`src/rtl/ics_pkg.sv`:
```
package ics_pkg;

   localparam int CLS_W = 3;

   typedef enum logic [CLS_W-1:0] {
      CLS_PLAIN = 3'd0,
      CLS_XFER  = 3'd1,
      CLS_SKIP  = 3'd2,
      CLS_PCWR  = 3'd3
   } insn_cls_e;

   // True when the instruction ending now costs a second (flush) cycle.
   function automatic logic needs_flush(input logic [CLS_W-1:0] cls, input logic cond);
      case (cls)
         CLS_XFER: needs_flush = 1'b1;
         CLS_PCWR: needs_flush = 1'b1;
         CLS_SKIP: needs_flush = cond;
         default:  needs_flush = 1'b0;
      endcase
   endfunction

endpackage

```
`src/rtl/ics_phase_gen.sv`:
```
module ics_phase_gen #(
   parameter int FAST_RATIO = 2,
   parameter int SLOW_RATIO = 4,
   localparam int PH_W = $clog2(SLOW_RATIO)
) (
   input  logic            clk,
   input  logic            rst_n,
   input  logic            mode_i,
   input  logic            sleep_req_i,
   input  logic            wake_i,
   output logic [PH_W-1:0] ph_o,
   output logic            cyc_end_o,
   output logic            asleep_o
);

   localparam logic [PH_W-1:0] LAST_FAST = PH_W'(FAST_RATIO - 1);
   localparam logic [PH_W-1:0] LAST_SLOW = PH_W'(SLOW_RATIO - 1);

   initial begin
      assert (FAST_RATIO >= 2 && SLOW_RATIO > FAST_RATIO)
         else $error("ics_phase_gen: need 2 <= FAST_RATIO < SLOW_RATIO");
   end

   logic            mode_q;
   logic [PH_W-1:0] ph_q;
   logic            asleep_q;
   logic [PH_W-1:0] last_ph;

   assign last_ph   = mode_q ? LAST_SLOW : LAST_FAST;
   assign cyc_end_o = !asleep_q && (ph_q == last_ph);
   assign ph_o      = ph_q;
   assign asleep_o  = asleep_q;

   always_ff @(posedge clk) begin
      if (!rst_n) begin
         mode_q   <= mode_i;
         ph_q     <= '0;
         asleep_q <= 1'b0;
      end else if (asleep_q) begin
         if (wake_i) asleep_q <= 1'b0;
      end else begin
         ph_q <= cyc_end_o ? '0 : ph_q + PH_W'(1);
         if (cyc_end_o && sleep_req_i) asleep_q <= 1'b1;
      end
   end

   // a cycle end is never followed directly by another one
   a_r1_no_back_to_back: assert property (@(posedge clk) disable iff (!rst_n)
      cyc_end_o |=> !cyc_end_o);

   // the captured ratio holds once reset is released
   a_r10_mode_held: assert property (@(posedge clk) disable iff (!rst_n)
      $past(rst_n) |-> $stable(mode_q));

   // the phase counter stays still while asleep
   a_r11_frozen: assert property (@(posedge clk) disable iff (!rst_n)
      asleep_q && $past(asleep_q) |-> $stable(ph_q));

endmodule

```
`src/rtl/ics_strobes.sv`:
```
module ics_strobes #(
   parameter int SLOW_RATIO = 4,
   localparam int PH_W = $clog2(SLOW_RATIO)
) (
   input  logic [PH_W-1:0]       ph_i,
   input  logic                  active_i,
   output logic [SLOW_RATIO-1:0] stb_o
);

   for (genvar i = 0; i < SLOW_RATIO; i++) begin : g_stb
      assign stb_o[i] = active_i && (ph_i == PH_W'(i));
   end

endmodule

```
`src/rtl/ics_flow.sv`:
```
module ics_flow
   import ics_pkg::*;
(
   input  logic             clk,
   input  logic             rst_n,
   input  logic             cyc_end_i,
   input  logic [CLS_W-1:0] cls_i,
   input  logic             cond_i,
   output logic             bubble_q_o
);

   logic bub_q;

   always_ff @(posedge clk) begin
      if (!rst_n)         bub_q <= 1'b0;
      else if (cyc_end_i) bub_q <= bub_q ? 1'b0 : needs_flush(cls_i, cond_i);
   end

   assign bubble_q_o = bub_q;

   // a bubble never lasts past its own cycle end
   a_r9_single_bubble: assert property (@(posedge clk) disable iff (!rst_n)
      bub_q && cyc_end_i |=> !bub_q);

   // a control transfer retiring normally is followed by a bubble
   a_r5_xfer_flush: assert property (@(posedge clk) disable iff (!rst_n)
      cyc_end_i && !bub_q && cls_i == CLS_XFER |=> bub_q);

   // a program counter write retiring normally is followed by a bubble
   a_r7_pcwr_flush: assert property (@(posedge clk) disable iff (!rst_n)
      cyc_end_i && !bub_q && cls_i == CLS_PCWR |=> bub_q);

   // a skip whose test is false does not flush
   a_r6_skip_not_taken: assert property (@(posedge clk) disable iff (!rst_n)
      cyc_end_i && !bub_q && cls_i == CLS_SKIP && !cond_i |=> !bub_q);

endmodule

```
`src/rtl/ics_top.sv`:
```
module ics_top
   import ics_pkg::*;
#(
   parameter int FAST_RATIO = 2,
   parameter int SLOW_RATIO = 4,
   localparam int PH_W = $clog2(SLOW_RATIO)
) (
   input  logic                  clk,
   input  logic                  rst_n,
   input  logic                  mode_i,
   input  logic [CLS_W-1:0]      insn_class_i,
   input  logic                  cond_i,
   input  logic                  sleep_req_i,
   input  logic                  wake_i,
   output logic [SLOW_RATIO-1:0] phase_stb_o,
   output logic                  cycle_en_o,
   output logic                  timer_en_o,
   output logic                  fetch_en_o,
   output logic                  exec_en_o,
   output logic                  bubble_o
);

   logic [PH_W-1:0] ph;
   logic            cyc_end;
   logic            asleep;
   logic            bub_q;

   ics_phase_gen #(
      .FAST_RATIO (FAST_RATIO),
      .SLOW_RATIO (SLOW_RATIO)
   ) u_phase (
      .clk         (clk),
      .rst_n       (rst_n),
      .mode_i      (mode_i),
      .sleep_req_i (sleep_req_i),
      .wake_i      (wake_i),
      .ph_o        (ph),
      .cyc_end_o   (cyc_end),
      .asleep_o    (asleep)
   );

   ics_strobes #(
      .SLOW_RATIO (SLOW_RATIO)
   ) u_stb (
      .ph_i     (ph),
      .active_i (!asleep),
      .stb_o    (phase_stb_o)
   );

   ics_flow u_flow (
      .clk        (clk),
      .rst_n      (rst_n),
      .cyc_end_i  (cyc_end),
      .cls_i      (insn_class_i),
      .cond_i     (cond_i),
      .bubble_q_o (bub_q)
   );

   assign cycle_en_o = cyc_end;
   assign timer_en_o = cyc_end;
   assign fetch_en_o = cyc_end;
   assign exec_en_o  = cyc_end && !bub_q;
   assign bubble_o   = bub_q && !asleep;

   // at most one phase strobe at a time
   a_r2_phase_onehot: assert property (@(posedge clk) disable iff (!rst_n)
      $onehot0(phase_stb_o));

   // the cycle enable only rises alongside a phase strobe
   a_r2_end_on_strobe: assert property (@(posedge clk) disable iff (!rst_n)
      cycle_en_o |-> $countones(phase_stb_o) == 1);

   // nothing is committed in a flush cycle
   a_r9_no_exec_in_bubble: assert property (@(posedge clk) disable iff (!rst_n)
      bubble_o |-> !exec_en_o);

   // everything is quiet while asleep
   a_r11_quiet: assert property (@(posedge clk) disable iff (!rst_n)
      asleep |-> (phase_stb_o == '0) && !fetch_en_o && !exec_en_o && !bubble_o);

endmodule

```
`config.mk`:
```
export PLATFORM = sky130hd
export DESIGN_NAME = ics_top
export DESIGN_NICKNAME = d
export VERILOG_FILES = /design/src/rtl/ics_pkg.sv /design/src/rtl/ics_phase_gen.sv /design/src/rtl/ics_strobes.sv /design/src/rtl/ics_flow.sv /design/src/rtl/ics_top.sv
export SDC_FILE = /design/constraint.sdc
export NUM_CORES = 1
export LEC_CHECK = 0
export ABC_AREA = 1
export BUFFER_PORTS_ARGS = -buffer_cell sky130_fd_sc_hd__buf_4
export CAP_MARGIN = 20
export CORE_AREA = 2 2 39 41
export DETAILED_ROUTE_END_ITERATION = 6
export DIE_AREA = 0 0 41 43
export SYNTH_ARGS = -nofsm -noshare
export SYNTH_HDL_FRONTEND = slang
export SYNTH_HIERARCHICAL = 1
export SYNTH_SLANG_ARGS = --single-unit
export TNS_END_PERCENT = 100
```
`constraint.sdc`:
```
create_clock -name clk -period 2.8 [get_ports clk]
set_input_delay 0.14 -clock clk [delete_from_list [all_inputs] [get_ports clk]]
set_output_delay 0.14 -clock clk [all_outputs]
set_load 0.01 [all_outputs]
```
==> After elaboration in Yosys (flattened, before gate mapping) <==
Cells that the tools add are included.
{ "word_totals": {"regBits": 5, "input_bits": 9, "word_cells": 31} }
{ "classes": {"add_sub_neg": 1, "eq_ne": 7, "muxes": 7, "n_reduce_logical": 12} }
{ "op_table": {"columns": ["cell", "count"], "rows": [
  ["1-bit logical AND", 8],
  ["3-bit by 2-bit == test with 1-bit output (second input constant)", 2],
  ["2-bit == test (second input constant)", 2],
  ["1-bit 2-to-1 mux", 4],
  ["2-bit 2-to-1 mux", 2],
  ["3-bit by 1-bit == test with 1-bit output (second input constant)", 1],
  ["2-bit by 1-bit adder with 2-bit output (second input constant)", 1],
  ["2-bit by 1-bit == test with 1-bit output (second input constant)", 1],
  ["2-bit == test", 1],
  ["1-bit zero test", 2],
  ["2-bit zero test", 1],
  ["1-bit one-hot mux with 2 select lines", 1],
  ["2-bit OR reduction", 1]
]} }

==> Longest topological paths before layout <==
Gate-level depths: netlist of run 1.
{ "depth": {"ltp_word": 6, "mapped_depth": 7, "mapped_depth_nobuf": 7} }

==> Modules after synthesis <==
The synthesis of run 1 kept the hierarchy.
{ "by_module_without_submodules": {"columns": ["mod", "n_inst", "cells_each", "area_each_um2", "seq_area_each_um2"], "rows": [
  ["ics_phase_gen", 1, 20, 166.4, 90.1],
  ["ics_flow", 1, 10, 58.8, 20.0],
  ["ics_top", 1, 7, 36.3, 0.0],
  ["ics_strobes", 1, 8, 30.0, 0.0]
]} }

==> Worst setup path after synthesis of run 1 <==
No wires, ideal clock.
{ "synth_timing": {"kind": "reg2reg", "from": "register u_phase.ph_q[0] (netlist: u_phase/ph_o[0])", "to": "register u_flow.bub_q (netlist: u_flow/bubble_q_o)", "setup_time_ps": 119, "arrival_time_ps": 1009, "t_required_ps": 2681, "setup_slack_ps": 1672, "stages_incl_launch_ff": 7, "path_buffers": 0, "period_less_slack_ps": 1128, "cell_sequence": "dfxtp_1 inv_1 nor2_2 and3_2 inv_1 o21ai_0 a21oi_1"} }
{ "synth_via": {"elab_chain_cells": 2} }
{ "synth_rtl": {"columns": ["item", "line", "source"], "rows": [
  ["from (decl)", "ics_phase_gen.sv:25", "logic [PH_W-1:0] ph_q;"],
  ["from (signal assigned)", "ics_phase_gen.sv:42", "ph_q <= cyc_end_o ? '0 : ph_q + PH_W'(1);"],
  ["2-bit == test", "ics_phase_gen.sv:30", "assign cyc_end_o = !asleep_q && (ph_q == last_ph);"],
  ["1-bit logical AND", "ics_phase_gen.sv:30", null],
  ["net cycle_en_o", "ics_top.sv:16", "output logic cycle_en_o,"],
  ["to (signal assigned)", "ics_flow.sv:16", "else if (cyc_end_i) bub_q <= bub_q ? 1'b0 : needs_flush(cls_i, cond_i);"],
  ["to (decl)", "ics_flow.sv:12", "logic bub_q;"]
]} }
The timed path passes the listed nets, and every way through them passes these cells.
A chain may end at the register's enable or synchronous reset.

==> Worst setup path in the final report of run 1 <==
{ "layout_timing": {"from": "register u_phase.ph_q[0] (netlist: u_phase/ph_o[0])", "to": "output port exec_en_o"} }
{ "layout_via": {"elab_chain_cells": 3} }
{ "layout_rtl": {"columns": ["item", "line", "source"], "rows": [
  ["2-bit == test", "ics_phase_gen.sv:30", null],
  ["1-bit logical AND", "ics_phase_gen.sv:30", null],
  ["1-bit logical AND", "ics_top.sv:62", "assign exec_en_o = cyc_end && !bub_q;"],
  ["to (decl)", "ics_top.sv:19", "output logic exec_en_o,"]
]} }
No other way between the ends.

==> summary.md, run 1 <==
| Metric | Value |
|---|---|
| Critical Path RT | `between 2 and 3 ns` |
| CTS buffer count | `3` |
| Ant diodes | `0` |
| Post_cts resized | `0` |
| Critical path launch point type | `flip-flop` |
| Critical R2R Capture | `u_flow/bubble_q_o$_SDFFE_PN0P_` |
| Initial Utilization | `0.211` |
| Most common cell after layout, fill and taps aside | `buf_4` |
| CP max stage cell | `dfxtp_1` |
| # DRC | `0` |
| Run status | `completed` |
| Clk network pwr share | `0.366` |
| Post-synthesis cell type count | `12` |
| Routed WL | `slightly below 600 um` |
| Syn nets | `54` |
| TritonRoute pass-1 iters | `4` |
| Int Pwr | `between 150 and 200 uW` |
| Utilization after layout | `0.325` |
| Hold buffers post-CTS | `0` |
| Vias | `313` |
| Worst EP arrival | `~1.3 ns` |
| Clk_lat worst skew | `between 0.2 and 0.25 ns` |
| Cell repeated most along the worst path | `inv_1` |
| Area of the multi-input gates | `around 120 sq um` |
| Routed Antenna Nets | `0` |
| RSZ-0062 raised after global routing | `no` |
| Routed len/inst | `~7.3 um` |
| Layout cells sized above 1 | `0.375` |
| # setup viols final | `0` |
| Crit path max fanout | `5` |
| RD Place Congestion | `0.727` |
| Synth Instances | `45` |
| CTS sink count | `5` |
| Final worst-path cycle share | `0.510` |
| Post-CTS setup buffer count | `0` |
| Rows | `14` |
| Filler cells | `160` |
| Max Freq | `approximately 0.7 GHz` |
| Sequential power share | `0.371` |
| DR vias/cell | `between 3 and 4` |
| GRT Overall Usage | `0.0835` |
| Flop-to-flop setup slack | `1.62 ns` |
| Die H | `between 40 and 50 um` |
| Hold Vio Cnt, Final | `0` |
| Root Driver | `clkbuf_4` |
| Clock slew at the register clock pins of the worst setup and hold paths | `0.04 ns` |
| Slew HR | `0.886` |
| Hold slack | `roughly 0.077 ns` |
| # nets final | `74` |
| Setup_tns | `0 ns` |
| Flops & latches, synth | `5` |
| Largest net degree at the start of global routing | `7` |
| Core area | `approximately 1400 sq um` |
| Port Buffer Count | `17` |
| Die ar. | `between 1500 and 2000 sq um` |
| Tmin final | `1.43 ns` |
| Pwr/cell area | `about 510 nW/um^2` |
| Fin area | `between 400 and 500 sq um` |
| Top Ports | `18` |
| Mapped Area | `between 200 and 300 sq um` |
| CTS tree | `yes` |
| Clock buffer depth | `2` |
| First-pass GRT wire length | `just under 900 um` |
| Area contributors post-synth | `dfxtp_1, inv_1, edfxtp_1, nand2_1, nor2_1` |
| Least-Margin Pin Slew | `between 0.15 and 0.2 ns` |
| Yosys top cell area share | `0.275` |
| Yosys warns | `6` |
| Total grt overflow | `0` |
| Worst setup margin | `~1.4 ns` |
| Sequential share of the synthesized area | `0.378` |
| Die width | `~40 um` |
| Critical-path cell list | `inv_1 > nor2_2 > and3_2 > inv_1 > nor2_1 > buf_4` |
| Number of DRC markers in iteration 0 | `8` |
| Avg Inst Size Synth | `6.48 sq um` |
| Synth-to-layout area growth | `54.5%` |
| FF/Latch Area | `approximately 110 sq um` |
| Placement Cell Area | `424 sq um` |
| VDD IR max | `roughly 0.00022 V` |
| Net switching power | `roughly 64 uW` |
| Initial antenna violation count | `0` |
| CP max stage delay | `between 0.3 and 0.4 ns` |
| Origin of the critical flop-to-flop path | `u_phase/ph_o[0]$_SDFFE_PN0N_` |
| P_leak | `~0.23 nW` |
| Vias in the first global route | `255` |
| Worst hold path class | `in -> reg` |
| Detail Placement HPWL | `467 um` |
| Endpoint class of the critical path | `output port` |
| Skew final | `0.00693 ns` |
| Hold Path End | `u_phase/mode_q$_DFFE_PN_` |
| Hold Crit Depth | `1` |
| Slew Limit Fails | `0` |
| Synth area leader | `dfxtp_1` |
| Most frequent cells in the layout | `buf_4, inv_1, nand2_1, nor2_1, dfxtp_1` |
| Reg2reg path depth | `6` |
| Combinational power share | `0.262` |
| Hold Startpoint | `mode_i` |
| Max cap viols | `0` |
| H-tree levels | `1` |
| Sw frac | `0.279` |
| Dpl ws | `roughly 1.6 ns` |
| Kind of critical path | `reg -> out` |
worst max-delay path, delay by kind of cell (launching register included):
kind / cells / cell delay, ns
flops: 1 / 0.36
buf+inv: 3 / 0.22
simple gates: 3 / 0.46
logic make-up (layout without fill, tap and decap cells):
group / Yosys count / in the layout / synth area share
buffers and inverters: 15 / 34 / 0.219
AOI/OAI and AO/OA: 6 / 6 / 0.103
and+or+nand+nor: 19 / 19 / 0.300
DFF: 5 / 5 / 0.378
cell type report:
type / count / share of cell area
well taps: 16 / 0.0444
flip-flops and latches: 5 / 0.244
inverters: 13 / 0.108
multi-input cells: 25 / 0.261
clock buffers: 4 / 0.0583
repair buffers: 17 / 0.283
Yosys cell counts:
master / n
o21ai_0: 3
nor2_2: 3
nor2_1: 6
and3_2: 1
edfxtp_1: 1
a21oi_1: 3
nand4_1: 1
or2_0: 1
buf_4: 2
dfxtp_1: 4
inv_1: 13
nand2_1: 7
flip-flops by register name, indices dropped and copies added (netlist names):
register	flops
u_phase/mode_q	1
u_flow/bubble_q_o	1
u_phase/ph_o	2
u_phase/asleep_o	1
power groups by stage:
| stage | registers [mW] | clock network, mW | logic (mW) |
|---|---|---|---|
| floorplan | 0.0850 | 0 | 0.0340 |
| global placement | 0.0862 | 0 | 0.0601 |
| detailed placement | 0.0862 | 0 | 0.0606 |
| CTS | 0.0849 | 0.0892 | 0.0608 |
| global route | 0.0855 | 0.0964 | 0.0675 |
| finish | 0.0849 | 0.0838 | 0.0600 |
worst max-delay path by stage:
stage,from,endpoint,slack [ns]
CTS,u_phase/ph_o[0]$_SDFFE_PN0N_,exec_en_o,1.36
global placement,u_phase/ph_o[0]$_SDFFE_PN0N_,exec_en_o,1.64
finish,u_phase/ph_o[0]$_SDFFE_PN0N_,exec_en_o,1.37
floorplan,u_phase/ph_o[0]$_SDFFE_PN0N_,u_flow/bubble_q_o$_SDFFE_PN0P_,1.67
global route,u_phase/ph_o[0]$_SDFFE_PN0N_,exec_en_o,1.25
detailed placement,u_phase/ph_o[0]$_SDFFE_PN0N_,exec_en_o,1.62
through the flow:
stage,instances,power (mW)
floorplan,45,0.119
global placement,76,0.146
detailed placement,76,0.147
CTS,80,0.235
global route,80,0.249
finish,80,0.229
layer usage:
metal	vias up	wire length, um	GRT usage
met1	130	244	0.0744
met2	12	268	0.113
li1	171	-	-
met5	-	0	0
met4	0	0	0.0400
met3	0	69	0.0942
(Power assumes the default switching activity.)
==> run 2, diff against run 1 <==
- clock period: 2.8 -> 1.3 ns (I/O delays scaled with it)
==> run 2 against run 1 <==
Compared with the run above: register-to-register slack lost 1.5 ns; critical endpoint unchanged; non-clock buffer count grew 4; clock-buffer cell count unchanged; global-route usage about the same; total power rose by 130%; combinational power rose to 2.6 times the previous value; via count rose by 4.5%; hold slack improved by 0.0089 ns; clock skew grew 0.0012 ns; highest routed layer unchanged; largest power group unchanged; design area grew 11%; wire length rose by 15%.
==> summary.md, run 2 (synthesis results as in run 1) <==
| Metric | Value |
|---|---|
| Tmin final | `around 1.3 ns` |
| Vias | `327 (+4.5%)` |
| Worst hold path class | `in -> reg` |
| Initial antenna violation count | `0 (unchanged)` |
| Synth-to-layout area growth | `71.2%` |
| Final worst-path cycle share | `0.970` |
| Total power | `520 uW (+130%)` |
| Run status | `completed` |
| H-tree levels | `1 (unchanged)` |
| Kind of critical path | `reg -> out` |
| Critical Path RT | `1.24 ns (-1.42 ns)` |
| CP max stage delay | `0.41 ns (+0.05 ns)` |
| Slew HR | `0.859 (-0.0270)` |
| Clk_lat worst skew | `0.24 ns (about the same)` |
| Rows | `14 (unchanged)` |
| Layout cells sized above 1 | `0.485 (+0.110)` |
| GRT Overall Usage | `0.0834 (-0.0000839)` |
| Least-Margin Pin Slew | `0.211 ns (+0.0405 ns)` |
| Routed len/inst | `7.95 um (+9.3%)` |
| # nets final | `78 (+5.4%)` |
| Endpoint class of the critical path | `output port` |
| Hold Vio Cnt, Final | `0 (unchanged)` |
| Die width | `41 um (unchanged)` |
| Routed WL | `668 um (+15%)` |
| Worst EP arrival | `1.20 ns (-0.09 ns)` |
| Critical-path cell list | `nand2_2 > and3_4 > inv_2 > nor2_2 > buf_4` |
| # DRC | `0 (unchanged)` |
| RD Place Congestion | `0.697 (-4.1%)` |
| Number of DRC markers in iteration 0 | `6 (-2)` |
| Placed insts | `77 (+1.3%)` |
| CTS tree | `yes` |
| DR vias/cell | `3.89 (-0.50%)` |
| Hold slack | `0.0863 ns (+0.00886 ns)` |
| Vias in the first global route | `270 (+5.9%)` |
| Detail Placement HPWL | `511 um (+9.5%)` |
| VDD IR max | `0.000537 V (+140%)` |
| Total grt overflow | `0 (unchanged)` |
| Skew final | `0.00812 ns (+0.00119 ns)` |
| CTS buffer count | `3 (unchanged)` |
| Origin of the critical flop-to-flop path | `u_phase/mode_q$_DFFE_PN_` |
| Routed Antenna Nets | `0 (unchanged)` |
| Slew Limit Fails | `0 (unchanged)` |
| Largest net degree at the start of global routing | `7 (unchanged)` |
| Pwr/cell area | `1040 nW/um^2 (+110%)` |
| Hold Startpoint | `insn_class_i[2]` |
| Most common cell after layout, fill and taps aside | `buf_4` |
| Ant diodes | `0 (unchanged)` |
| Max Freq | `between 0.7 and 0.8 GHz` |
| TritonRoute pass-1 iters | `4 (unchanged)` |
| Max cap viols | `0 (unchanged)` |
| Most frequent cells in the layout | `buf_4, inv_1, nand2_1, nor2_1` |
| Top Ports | `18 (unchanged)` |
| Initial Utilization | `0.211 (unchanged)` |
| Clock buffer depth | `2 (unchanged)` |
| Core area | `1380 sq um (unchanged)` |
| Crit path max fanout | `5 (unchanged)` |
| Die H | `43 um (unchanged)` |
| Worst Setup SP | `u_phase/mode_q$_DFFE_PN_` |
| Filler cells | `162 (+1.3%)` |
| Critical path launch point type | `flip-flop` |
| RSZ-0062 raised after global routing | `yes` |
| P_leak | `0.248 nW (+7.3%)` |
| Fin cells | `84 (+5.0%)` |
| First-pass GRT wire length | `959 um (+7.8%)` |
| # setup viols final | `0 (unchanged)` |
| CTS sink count | `5 (unchanged)` |
| Clock slew at the register clock pins of the worst setup and hold paths | `0.05 ns (about the same)` |
| Root Driver | `clkbuf_4` |
| CP max stage cell | `edfxtp_1` |
| Port Buffer Count | `17 (unchanged)` |
| Die ar. | `1760 sq um (unchanged)` |
| Largest register FFs | `2 (unchanged)` |
-- run 2: cell types whose count changed in the layout (fill, tap and decap cells not counted), sizes merged --
| cell | previous run | this run |
|---|---|---|
| buf | 17 | 20 |
| dlygate4sd3 | 0 | 1 |
-- run 2: path summary, 6_finish.rpt --
path                                    end  slack, ns  depth (start not counted)
min          u_flow/bubble_q_o$_SDFFE_PN0P_       0.09                          4
min reg2reg  u_flow/bubble_q_o$_SDFFE_PN0P_       0.50                          2
max reg2reg  u_flow/bubble_q_o$_SDFFE_PN0P_       0.13                          6
max                               exec_en_o       0.04                          5
-- run 2: worst max-delay path: cells and delay by family (launching register included) --
| kind | cells | cell delay (ns) |
|---|---|---|
| AND/OR/NAND/NOR | 3 | 0.41 |
| flip-flops | 1 | 0.41 |
| buffers and inverters | 2 | 0.16 |
-- run 2: layout make-up --
class,count,area [sq um],share of cell area
inverter,13,48.8,0.0977
multi-input combinational,25,131,0.263
timing repair buffer,21,160,0.321
sequential,5,113,0.226
clock buffer,4,26.3,0.0526
tap,16,20.0,0.0401
-- run 2: repair_timing --
action | CTS | global route
setup endpoints to repair | 1 | 1
pin swaps | 0 | 4
gates cloned | 0 | 0
hold endpoints to repair | 0 | 1
hold buffers | 0 | 1
resized for setup | 2 | 6
setup buffers | 0 | 2
-- run 2: through the flow --
step | setup TNS [ns] | util | instance area, sq um | setup slack [ns]
2_1_floorplan | 0 | - | 292 | 0.172
3_3_place_gp | 0 | 0.312 | 432 | 0.191
3_5_place_dp | 0 | 0.312 | 432 | 0.170
4_1_cts | 0 | 0.335 | 463 | 0.00802
5_1_grt | -0.0445 | 0.361 | 499 | -0.0445
6_report | 0 | 0.361 | 499 | 0.0386
-- run 2: layer usage --
layer,part of all wire,track usage,wire length [um]
met1,0.41,0.0806,274
met2,0.50,0.134,337
met3,0.084,0.0628,56
met4,0,0.0200,0
met5,0,0,0
-- run 2: where the power goes --
group,switching [mW],internal [mW]
Combinational,0.0709,0.0872
Clock,0.0600,0.116
Sequential,0.0136,0.173
Total,0.144,0.376
==> run 3, diff against run 2 <==
- ABC_CLOCK_PERIOD_IN_PS: unset -> 1400
- clock period: 1.3 -> 1.4 ns (I/O delays scaled with it)
==> run 3 against run 2 <==
Compared with the run above: worst setup slack better by 0.096 ns; sequential power is 8% lower; combinational power fell by 20%; total power decreased by 11%; design area shrank 5.5%; wire length fell by 11%; cell count down 3.6%; register-to-register slack better by 0.20 ns; first-iteration DRC count fell by 33%; flip-flop and latch count unchanged; sequential share of layout area rose by 1.3 points; die area stayed put.
==> summary.md, run 3 (synthesis results as in run 1) <==
| Metric | Value |
|---|---|
| TritonRoute pass-1 iters | `6 (+2)` |
| Routed len/inst | `7.32 um (-7.9%)` |
| Kind of critical path | `reg -> out` |
| Sw frac | `0.275 (-0.00230)` |
| Ant diodes | `0 (unchanged)` |
| # DRC | `0 (unchanged)` |
| Clock slew at the register clock pins of the worst setup and hold paths | `0.04 ns (about the same)` |
| H-tree levels | `1 (unchanged)` |
| Final worst-path cycle share | `0.904` |
| Port Buffer Count | `17 (unchanged)` |
| Critical Path RT | `1.33 ns (+0.09 ns)` |
| Initial Utilization | `0.211 (unchanged)` |
| Number of DRC markers in iteration 0 | `4 (-2)` |
| Largest register FFs | `2 (unchanged)` |
| Sequential power share | `0.371 (+0.013)` |
| CTS sink count | `5 (unchanged)` |
| Die H | `43 um (unchanged)` |
| Fin cells | `81 (-3.6%)` |
| Origin of the critical flop-to-flop path | `u_phase/ph_o[1]$_SDFFE_PN0N_` |
| Setup_tns | `0 ns (unchanged)` |
| Rows | `14 (unchanged)` |
| Die width | `41 um (unchanged)` |
| Delay-heaviest family, CP | `simple AND/OR/NAND/NOR gates` |
| Utilization after layout | `0.341 (-0.0199)` |
| Worst hold path class | `in -> reg` |
| Largest net degree at the start of global routing | `7 (unchanged)` |
| Slew Limit Fails | `0 (unchanged)` |
| Die ar. | `1760 sq um (unchanged)` |
| Slew HR | `0.862 (+0.00225)` |
| # nets final | `75 (-3.8%)` |
| Clk network pwr share | `0.355 (+0.017)` |
| Tmin final | `approximately 1.3 ns` |
| Initial antenna violation count | `0 (unchanged)` |
| Synth-to-layout area growth | `61.8%` |
| RD Place Congestion | `0.677 (-3.0%)` |
| Worst Setup SP | `u_phase/ph_o[1]$_SDFFE_PN0N_` |
| CTS tree | `yes` |
| Hold Startpoint | `insn_class_i[2]` |
| Total grt overflow | `0 (unchanged)` |
| Most common cell after layout, fill and taps aside | `buf_4` |
| RSZ-0062 raised after global routing | `no` |
| CTS buffer count | `3 (unchanged)` |
| Layout cells sized above 1 | `0.400 (-0.0853)` |
| Max cap viols | `0 (unchanged)` |
| Clk_lat worst skew | `0.24 ns (about the same)` |
| CP max stage cell | `dfxtp_2` |
| Placed insts | `76 (-1.3%)` |
| Detail Placement HPWL | `476 um (-7.0%)` |
| Most frequent cells in the layout | `buf_4, inv_1, nand2_1, nor2_1` |
| Critical-path cell list | `inv_1 > nand2_1 > and3_4 > inv_1 > nor2_1 > buf_4` |
| Routed Antenna Nets | `0 (unchanged)` |
| Combinational power share | `0.275 (-0.029)` |
| Critical path launch point type | `flip-flop` |
| Skew final | `0.00521 ns (-0.00291 ns)` |
| Cell repeated most along the worst path | `inv_1` |
| Int Pwr | `336 uW (-11%)` |
| Run status | `completed` |
| Endpoint class of the critical path | `output port` |
| VDD IR max | `0.000529 V (-1.6%)` |
| Worst EP arrival | `1.20 ns (about the same)` |
| Top Ports | `18 (unchanged)` |
| Core area | `1380 sq um (unchanged)` |
| Routed WL | `593 um (-11%)` |
| Vias in the first global route | `283 (+4.8%)` |
| CP max stage delay | `0.36 ns (-0.05 ns)` |
| Worst setup margin | `0.134 ns (+0.0956 ns)` |
| Root Driver | `clkbuf_4` |
| Net switching power | `127 uW (-12%)` |
| DR vias/cell | `3.88 (-0.42%)` |
| # setup viols final | `0 (unchanged)` |
| CP bufs+invs | `3 (+1)` |
| P_leak | `0.236 nW (-4.8%)` |
| GRT Overall Usage | `0.0865 (+0.00310)` |
| Clock buffer depth | `2 (unchanged)` |
| Max Freq | `a little under 0.8 GHz` |
| Least-Margin Pin Slew | `0.207 ns (-0.00336 ns)` |
| Crit path max fanout | `6 (+1)` |
| Pwr/cell area | `981 nW/um^2 (-5.8%)` |
| Hold Vio Cnt, Final | `0 (unchanged)` |
| Dpl ws | `0.237 ns (+0.0670 ns)` |
| First-pass GRT wire length | `966 um (+0.73%)` |
| Vias | `314 (-4.0%)` |
## run 3: changes by cell type in the layout (fill, tap and decap cells not counted), sizes merged
| cell | previous run | this run |
|---|---|---|
| buf | 20 | 17 |
## run 3: power groups by stage
stage                     Clock [mW]  Combinational (mW)  Sequential (mW)
final                          0.164               0.127            0.172
after CTS                      0.175               0.124            0.170
after floorplan                    0              0.0679            0.170
after global routing           0.187               0.143            0.173
after global placement             0               0.121            0.172
after detailed placement           0               0.121            0.172
## run 3: repair_timing
| item | 4_1_cts | 5_1_grt |
|---|---|---|
| setup endpoints to repair | 0 | 1 |
| hold buffers | 1 | 0 |
| endpoints found under the hold margin | 1 | 0 |
| buffers inserted | 0 | 0 |
| gates resized for setup | 0 | 4 |
## run 3: layer usage
layer / up-vias / GRT usage / share of wire
li1: 170 / - / -
met1: 132 / 0.0906 / 0.42
met2: 12 / 0.116 / 0.46
met3: 0 / 0.0942 / 0.12
met4: 0 / 0.0200 / 0
met5: - / 0 / 0
## run 3: final timing paths
kind / to / slack (ns) / cells past startpoint
max: exec_en_o / 0.13 / 6
min: u_flow/bubble_q_o$_SDFFE_PN0P_ / 0.09 / 4
max reg2reg: u_flow/bubble_q_o$_SDFFE_PN0P_ / 0.33 / 6
min reg2reg: u_flow/bubble_q_o$_SDFFE_PN0P_ / 0.49 / 2
## run 3: worst register-to-register path, stage by stage, from the launching register on
cell and delay (ns):
dfxtp_2 0.36, inv_1 0.05, nand2_1 0.09, and3_4 0.22, inv_1 0.06, o21ai_0 0.14, a21oi_1 0.05
## run 3: final cells by class
cell class	count	area, sq um
clock buffers	4	26.3
fillers	154	912
inverters	13	48.8
multi-input cells	25	126
flip-flops and latches	5	113
well taps	16	20.0
repair buffers	18	138
## run 3: metrics by stage
stage                     hold slack [ns]  power [mW]  cell area, sq um
after floorplan                     0.169       0.238               292
after global placement              0.250       0.293               424
after detailed placement            0.250       0.294               424
after CTS                          0.0790       0.468               460
after global routing               0.0791       0.503               472
final                              0.0879       0.463               472
